File: src/rtl/bsadc_pkg.sv
package bsadc_pkg;
  localparam int unsigned DEF_NCH    = 2;
  localparam int unsigned DEF_RES_W  = 8;
  localparam int unsigned DEF_SYNC_N = 2;
endpackage

File: src/rtl/bsadc_sync.sv
module bsadc_sync #(
  parameter int unsigned NCH    = bsadc_pkg::DEF_NCH,
  parameter int unsigned STAGES = bsadc_pkg::DEF_SYNC_N
) (
  input  logic           clk,
  input  logic           rst_n,
  input  logic [NCH-1:0] d_i,
  output logic [NCH-1:0] q_o
);
  for (genvar c = 0; c < NCH; c++) begin : g_bit
    logic [STAGES-1:0] sh_q;
    always_ff @(posedge clk or negedge rst_n) begin
      if (!rst_n) sh_q <= '0;
      else        sh_q <= {sh_q[STAGES-2:0], d_i[c]};
    end
    assign q_o[c] = sh_q[STAGES-1];
  end
endmodule

File: src/rtl/bsadc_window.sv
module bsadc_window #(
  parameter int unsigned RES_W = bsadc_pkg::DEF_RES_W
) (
  input  logic clk,
  input  logic rst_n,
  input  logic tick_i,
  output logic wrap_o
);
  logic [RES_W-1:0] cnt_q;

  always_ff @(posedge clk or negedge rst_n) begin
    if (!rst_n)      cnt_q <= '0;
    else if (tick_i) cnt_q <= cnt_q + 1'b1;
  end

  assign wrap_o = tick_i && (&cnt_q);

  assert_win_step_R5: assert property (@(posedge clk) disable iff (!rst_n)
    tick_i |=> cnt_q == RES_W'($past(cnt_q) + 1'b1));
  assert_win_idle_R5: assert property (@(posedge clk) disable iff (!rst_n)
    !tick_i |=> $stable(cnt_q));
endmodule

File: src/rtl/bsadc_chan.sv
module bsadc_chan #(
  parameter int unsigned RES_W = bsadc_pkg::DEF_RES_W
) (
  input  logic             clk,
  input  logic             rst_n,
  input  logic             tick_i,
  input  logic             latch_i,
  input  logic             smp_i,
  output logic             fb_o,
  output logic [RES_W-1:0] res_o
);
  logic             fb_q;
  logic [RES_W-1:0] acc_q, res_q, acc_inc, acc_nxt;
  logic             hit;

  assign hit     = tick_i && !smp_i;
  assign acc_inc = (&acc_q) ? acc_q : acc_q + 1'b1;
  assign acc_nxt = hit ? acc_inc : acc_q;

  always_ff @(posedge clk or negedge rst_n) begin
    if (!rst_n) begin
      fb_q  <= 1'b0;
      acc_q <= '0;
      res_q <= '0;
    end else begin
      if (tick_i) fb_q <= !smp_i;
      if (latch_i) begin
        res_q <= acc_nxt;
        acc_q <= '0;
      end else begin
        acc_q <= acc_nxt;
      end
    end
  end

  assign fb_o  = fb_q;
  assign res_o = res_q;

  assert_fb_hold_R1: assert property (@(posedge clk) disable iff (!rst_n)
    !tick_i |=> $stable(fb_q));
  assert_acc_monotone_R3: assert property (@(posedge clk) disable iff (!rst_n)
    !latch_i |=> acc_q >= $past(acc_q));
  assert_acc_sat_R4: assert property (@(posedge clk) disable iff (!rst_n)
    ((&acc_q) && !latch_i) |=> (&acc_q));
  assert_acc_clear_R6: assert property (@(posedge clk) disable iff (!rst_n)
    latch_i |=> acc_q == '0);
  assert_res_hold_R8: assert property (@(posedge clk) disable iff (!rst_n)
    !latch_i |=> $stable(res_q));
endmodule

File: src/rtl/bsadc_counter.sv
module bsadc_counter #(
  parameter int unsigned NCH    = bsadc_pkg::DEF_NCH,
  parameter int unsigned RES_W  = bsadc_pkg::DEF_RES_W,
  parameter int unsigned SYNC_N = bsadc_pkg::DEF_SYNC_N
) (
  input  logic                 clk,
  input  logic                 rst_n,
  input  logic                 tick_i,
  input  logic [NCH-1:0]       cmp_i,
  output logic [NCH-1:0]       fb_o,
  output logic [NCH*RES_W-1:0] result_o,
  output logic                 result_valid_o
);
  logic [NCH-1:0] smp;
  logic           wrap;
  logic           valid_q;

  bsadc_sync #(.NCH(NCH), .STAGES(SYNC_N)) u_sync (
    .clk(clk), .rst_n(rst_n), .d_i(cmp_i), .q_o(smp)
  );

  bsadc_window #(.RES_W(RES_W)) u_win (
    .clk(clk), .rst_n(rst_n), .tick_i(tick_i), .wrap_o(wrap)
  );

  for (genvar c = 0; c < NCH; c++) begin : g_ch
    bsadc_chan #(.RES_W(RES_W)) u_ch (
      .clk(clk), .rst_n(rst_n), .tick_i(tick_i), .latch_i(wrap),
      .smp_i(smp[c]), .fb_o(fb_o[c]), .res_o(result_o[c*RES_W +: RES_W])
    );
  end

  always_ff @(posedge clk or negedge rst_n) begin
    if (!rst_n) valid_q <= 1'b0;
    else        valid_q <= wrap;
  end
  assign result_valid_o = valid_q;

  assert_valid_pulse_R7: assert property (@(posedge clk) disable iff (!rst_n)
    valid_q |=> !valid_q);
  assert_valid_follows_tick_R7: assert property (@(posedge clk) disable iff (!rst_n)
    valid_q |-> $past(tick_i));
endmodule

File: config.mk
export PLATFORM = sky130hd
export DESIGN_NAME = bsadc_counter
export DESIGN_NICKNAME = d
export VERILOG_FILES = /design/src/rtl/bsadc_pkg.sv /design/src/rtl/bsadc_sync.sv /design/src/rtl/bsadc_window.sv /design/src/rtl/bsadc_chan.sv /design/src/rtl/bsadc_counter.sv
export SDC_FILE = /design/constraint.sdc
export NUM_CORES = 1
export LEC_CHECK = 0
export CORE_ASPECT_RATIO = 1.1
export CORE_MARGIN = 3
export CORE_UTILIZATION = 60
export CTS_CLUSTER_SIZE = 20
export DETAILED_ROUTE_END_ITERATION = 16
export DONT_BUFFER_PORTS = 1
export PLACE_DENSITY = 0.85
export RECOVER_POWER = 100
export SYNTH_ARGS = -nofsm -noshare
export SYNTH_HDL_FRONTEND = slang
export SYNTH_SLANG_ARGS = --single-unit
File: constraint.sdc
create_clock -name clk -period 3.6 [get_ports clk]
set_input_delay 0.72 -clock clk [delete_from_list [all_inputs] [get_ports clk]]
set_output_delay 0.72 -clock clk [all_outputs]
set_load 0.005 [all_outputs]
### Word level (Yosys, flattened, before mapping)

Index checks and enable logic that the tools add are counted.

* flip-flop bits (word level): 47
* input bits: 5
* output and inout bits: 19
* word-level logic and storage cells: 27

* add/subtract/negate cells: 3
* mux-type cells: 6
* reduce and logical (&&, ||, !) cells: 8

Operators by type and width (count)
* $mux W8: 6
* $add A8 B1 Y8 const B: 3
* $reduce_and A8 Y1: 3
* $logic_and A1 B1 Y1: 3
* $logic_not A1 Y1: 2

### Depth between registers and ports, before layout

* depth after elaboration: 4
* gate-level depth with buffers: 7
* depth with buffers taken out: 6

### By module

A second synthesis with hierarchy kept.

* cells, all modules: 179
* area total of the unflattened synthesis: 2078.2 um2

Modules (own cells, without submodules)
* bsadc_chan: instances 2, cells an instance 71, area an instance 789.5 um2, sequential area each 425.4 um2
* bsadc_window: instances 1, cells an instance 30, area an instance 359.1 um2, sequential area each 200.2 um2
* bsadc_sync: instances 1, cells an instance 6, area an instance 115.1 um2, sequential area each 100.1 um2
* bsadc_counter: instances 1, cells an instance 1, area an instance 25.0 um2, sequential area each 25.0 um2

### Worst setup path before layout

OpenSTA, ideal clock, no wires.

* path kind: input port to flip-flop
* start: input port tick_i
* end: register g_ch[1].u_ch.res_q[3]
* library setup time: 0.069 ns
* data arrival time: 1.622 ns
* required time: 3.531 ns
* setup slack: 1.909 ns
* stages on the path: 4
* buffers on the path: 0
* cells stage by stage: and3_1 -> nand3_2 -> or4_1 -> nand3_1

* word-level cells in the longest chain between the ends: 2
* elaborated cells between the ends (all ways): 3
* classes of those cells: mux: 1; reduce/logical: 2

Ends and longest elaborated chain
* from (decl): line bsadc_counter.sv:8 `input logic tick_i,`
* $logic_and A1 B1 Y1: line bsadc_chan.sv:16 `assign hit = tick_i && !smp_i;`
* $mux W8: line bsadc_chan.sv:18 `assign acc_nxt = hit ? acc_inc : acc_q;`
* to (signal assigned): line bsadc_chan.sv:28 `res_q <= acc_nxt;`
* to (decl): line bsadc_chan.sv:13 `logic [RES_W-1:0] acc_q, res_q, acc_inc, acc_nxt;`

Several ways; a longest one is shown, not always the timed one.
A chain may end at the register's enable or synchronous reset.

### Worst setup path after layout

* start: register u_win.cnt_q[0]
* end: register g_ch[1].u_ch.res_q[2]

* word-level cells in the longest chain between the ends: 2

Ends and longest elaborated chain
* from (decl): line bsadc_window.sv:9 `logic [RES_W-1:0] cnt_q;`
* from (signal assigned): line bsadc_window.sv:13 `else if (tick_i) cnt_q <= cnt_q + 1'b1;`
* $reduce_and A8 Y1: line bsadc_window.sv:16 `assign wrap_o = tick_i && (&cnt_q);`
* $logic_and A1 B1 Y1: line bsadc_window.sv:16

No other way between the ends.

==> results by group <==
Run status
  • Outcome: completed

Drt
  • Iteration-0 DRC Markers: 95
  • Post-Route WL: 3.78 mm
  • Routed vias: 1408
  • Avg Vias per Cell: about 6.3
  • First-pass DRT Iterations: 4
  • Routed wire per std cell: roughly 17 um
  • DRC errors left: 0
  • Post-route ant nets: 0

STA
  • Setup TNS: 0 ns
  • Tightest Pin Transition: roughly 0.84 ns
  • Final Hold Viols: 0
  • Final setup viols: 0
  • Setup ws final: around 0.88 ns
  • Max frequency: 367 MHz
  • Clk_skew: 0.00978 ns
  • Hold_ws: 0.0399 ns
  • Slew Viols, Final: 0
  • Period utilization: 0.756
  • Final min period: ~2.7 ns
  • Worst slew margin: 0.436
  • RSZ-0062 raised after global routing: no

Die
  • Die Wd: roughly 61 um
  • Placement Rows: 21
  • Top Ports: 24
  • Initial Util: 0.643
  • Die footprint: approximately 4100 um^2
  • Core area: ~3100 um^2
  • Die height: about 67 um

Power
  • Static Leak: ~0.001 uW
  • Peak VDD IR: 387 uV
  • PwrDens: 622 nW/um^2

Final layout
  • Post-route insts no fill: roughly 220
  • Antenna cells: 0
  • Reg area: 1180 um^2
  • Finished Cell Area: between 2000 and 2500 um^2
  • Ratio of cells with drive above 1 in the final layout: 0.0526
  • Multi-input combinational cell area: 777 um^2
  • P&R area growth vs syn: 4.17%
  • # fillers: between 200 and 250
  • Nets: about 200

Placement
  • Post-DP HPWL: 2.58 mm
  • Port bufs: 0
  • GP Congestion: just over 0.9
  • Placed cells: around 210
  • Pre-CTS setup slack: around 1.1 ns
  • Dpl cell area: 2010 um^2

Synthesis
  • Ys async rst share: 1.00
  • Synth warnings: 0
  • Distinct cells, synth: 39
  • Synth Flop Type: dfrtp_1
  • Synth Area per Inst: ~11 um^2
  • Syn Inst Count: 187
  • Seq cells post-synth: 47
  • Sequential area share after synthesis: 0.585
  • Synthesized Nets: about 200
  • Cell Area, Synth: 2010 um^2
  • Post-synth EDFFs: 0

Clock network
  • CTS buffer count: 5
  • CTS tree: built
  • Post-CTS resize count: 0
  • Clock Tree Buf Depth: 2
  • # clock sinks: 47
  • H-tree Lvls: 2
  • Root Buffer: clkbuf_4
  • Worst-path clk slew: between 0.1 and 0.15 ns
  • Clk_lat worst skew: approximately 0.36 ns

Worst hold path
  • Worst hold path type: input pin to asynchronous set/reset pin

Worst setup path
  • CP max FO: 26
  • CP required: 3.86 ns
  • Crit path DAT: between 2 and 3 ns
  • Crit path kind: flop to flop
  • Worst Setup Start Kind: flop
  • Endpoint class of the critical path: flop

GRT
  • Total Routing Usage GR: 0.203
  • Vias in the first global route: 1316
  • First-pass GRT wire length: between 6 and 7 mm
  • GR Overflow Total: 0
  • Largest net degree at the start of global routing: 48
  • Antenna violations before repair: 0

Flow run
  • Max-cap viol count: 0
-- cells in the mapped netlist (2+ instances only) --
cell type,instances,area [um^2]
dfrtp_1,47,1180
nand2_1,23,86.3
nor2_1,19,71.3
o21ai_0,10,50.1
a21oi_1,8,40.0
mux2i_1,7,70.1
nor3_1,7,35.0
nand4_1,6,37.5
xor2_1,5,43.8
nand3_1,4,20.0
xnor2_1,4,35.0
a21o_1,3,22.5
and3_1,3,18.8
buf_4,3,22.5
ha_1,3,37.5
inv_1,3,11.3
nand2b_1,3,18.8
o31ai_1,3,22.5
buf_2,2,10.0
clkbuf_1,2,7.51
mux2_2,2,22.5
nand4b_1,2,17.5
nor4_1,2,12.5
-- final timing paths --
kind | start | to | slack [ns] | depth (start not counted)
worst max-delay path | u_win.cnt_q[0] | g_ch[1].u_ch.res_o[2] | 0.88 | 5
min in group clk | u_sync.g_bit[0].sh_q[0] | u_sync.g_bit[0].sh_q[1] | 0.37 | 0
worst max register to register | u_win.cnt_q[0] | g_ch[1].u_ch.res_o[2] | 0.88 | 5
worst min-delay path | rst_n | g_ch[0].u_ch.fb_o | 0.04 | 0
max in group asynchronous | rst_n | g_ch[1].u_ch.res_o[7] | 2.61 | 1
worst min register to register | u_sync.g_bit[0].sh_q[0] | u_sync.g_bit[0].sh_q[1] | 0.37 | 0
-- cell families (layout without fill, tap and decap cells) --
group / count (synthesis) / after routing / share of synthesized area
XOR/XNOR: 9 / 9 / 0.0392
flip-flops: 47 / 47 / 0.585
AO/OA/AOI/OAI: 30 / 30 / 0.0897
AND/OR/NAND/NOR: 79 / 79 / 0.196
multiplexers: 9 / 9 / 0.0461
adder cells (fa/ha/maj): 3 / 3 / 0.0187
buffers and inverters: 10 / 13 / 0.0255
-- power breakdown --
group / switching [uW] / internal [uW]
sequential: 134 / 645
clock: 154 / 90.7
combinational: 153 / 125
total: 441 / 861
-- stage by stage --
stage / total power (uW) / util
floorplan: 979 / -
global placement: 1030 / 0.643
detailed placement: 1060 / 0.643
CTS: 1300 / 0.661
global route: 1400 / 0.669
finish: 1300 / 0.669
-- repair_timing --
action	in CTS	in global routing
buffers inserted	0	0
hold buffers	0	3
endpoints found under the hold margin	0	3
-- worst max-delay path, cell delays in order (launching register included) --
cell and delay, ns:
dfrtp_1 0.40, ha_1 0.17, and3_1 0.21, nand3_1 0.61
inv_1 0.83, mux2_2 0.40
-- layer usage --
| layer | part of all wire | track usage | up-vias |
|---|---|---|---|
| met5 | 0 | 0 | - |
| met3 | 0.053 | 0.0601 | 10 |
| met4 | 0.016 | 0.0623 | 0 |
| met2 | 0.50 | 0.320 | 48 |
| met1 | 0.43 | 0.268 | 692 |
| li1 | - | - | 658 |
-- layout make-up --
type                    instances  share of cell area
clock buffers                   6              0.0245
clock inverters                 1             0.00239
inverters                       3             0.00538
multi-input cells             130               0.371
flip-flops and latches         47               0.562
well taps                      34              0.0203
repair buffers                  3              0.0143
-- registers in the layout (all words and copies together) (netlist names) --
| name | count |
|---|---|
| g_ch.u_ch.acc_q | 16 |
| u_win.cnt_q | 8 |
| g_ch.u_ch.fb_o | 2 |
| result_valid_o | 1 |
| g_ch.u_ch.res_o | 16 |
| u_sync.g_bit.sh_q | 4 |
-- placed cells by master, fill, tap and decap left out, types with 2 or more instances in the layout --
| cell type | n |
|---|---|
| nand2_1 | 23 |
| nand4_1 | 6 |
| nand4b_1 | 2 |
| a21oi_1 | 8 |
| nor3_1 | 7 |
| o31ai_1 | 3 |
| nor2_1 | 19 |
| nand2b_1 | 3 |
| o21ai_0 | 10 |
| mux2_2 | 2 |
| inv_1 | 3 |
| ha_1 | 3 |
| xnor2_1 | 4 |
| mux2i_1 | 7 |
| dfrtp_1 | 47 |
| and3_1 | 3 |
| clkbuf_4 | 5 |
| dlygate4sd3_1 | 3 |
| xor2_1 | 5 |
| nand3_1 | 5 |
| nor4_1 | 2 |
| a21o_1 | 3 |
No activity file was read; power rests on OpenSTA's default activity.
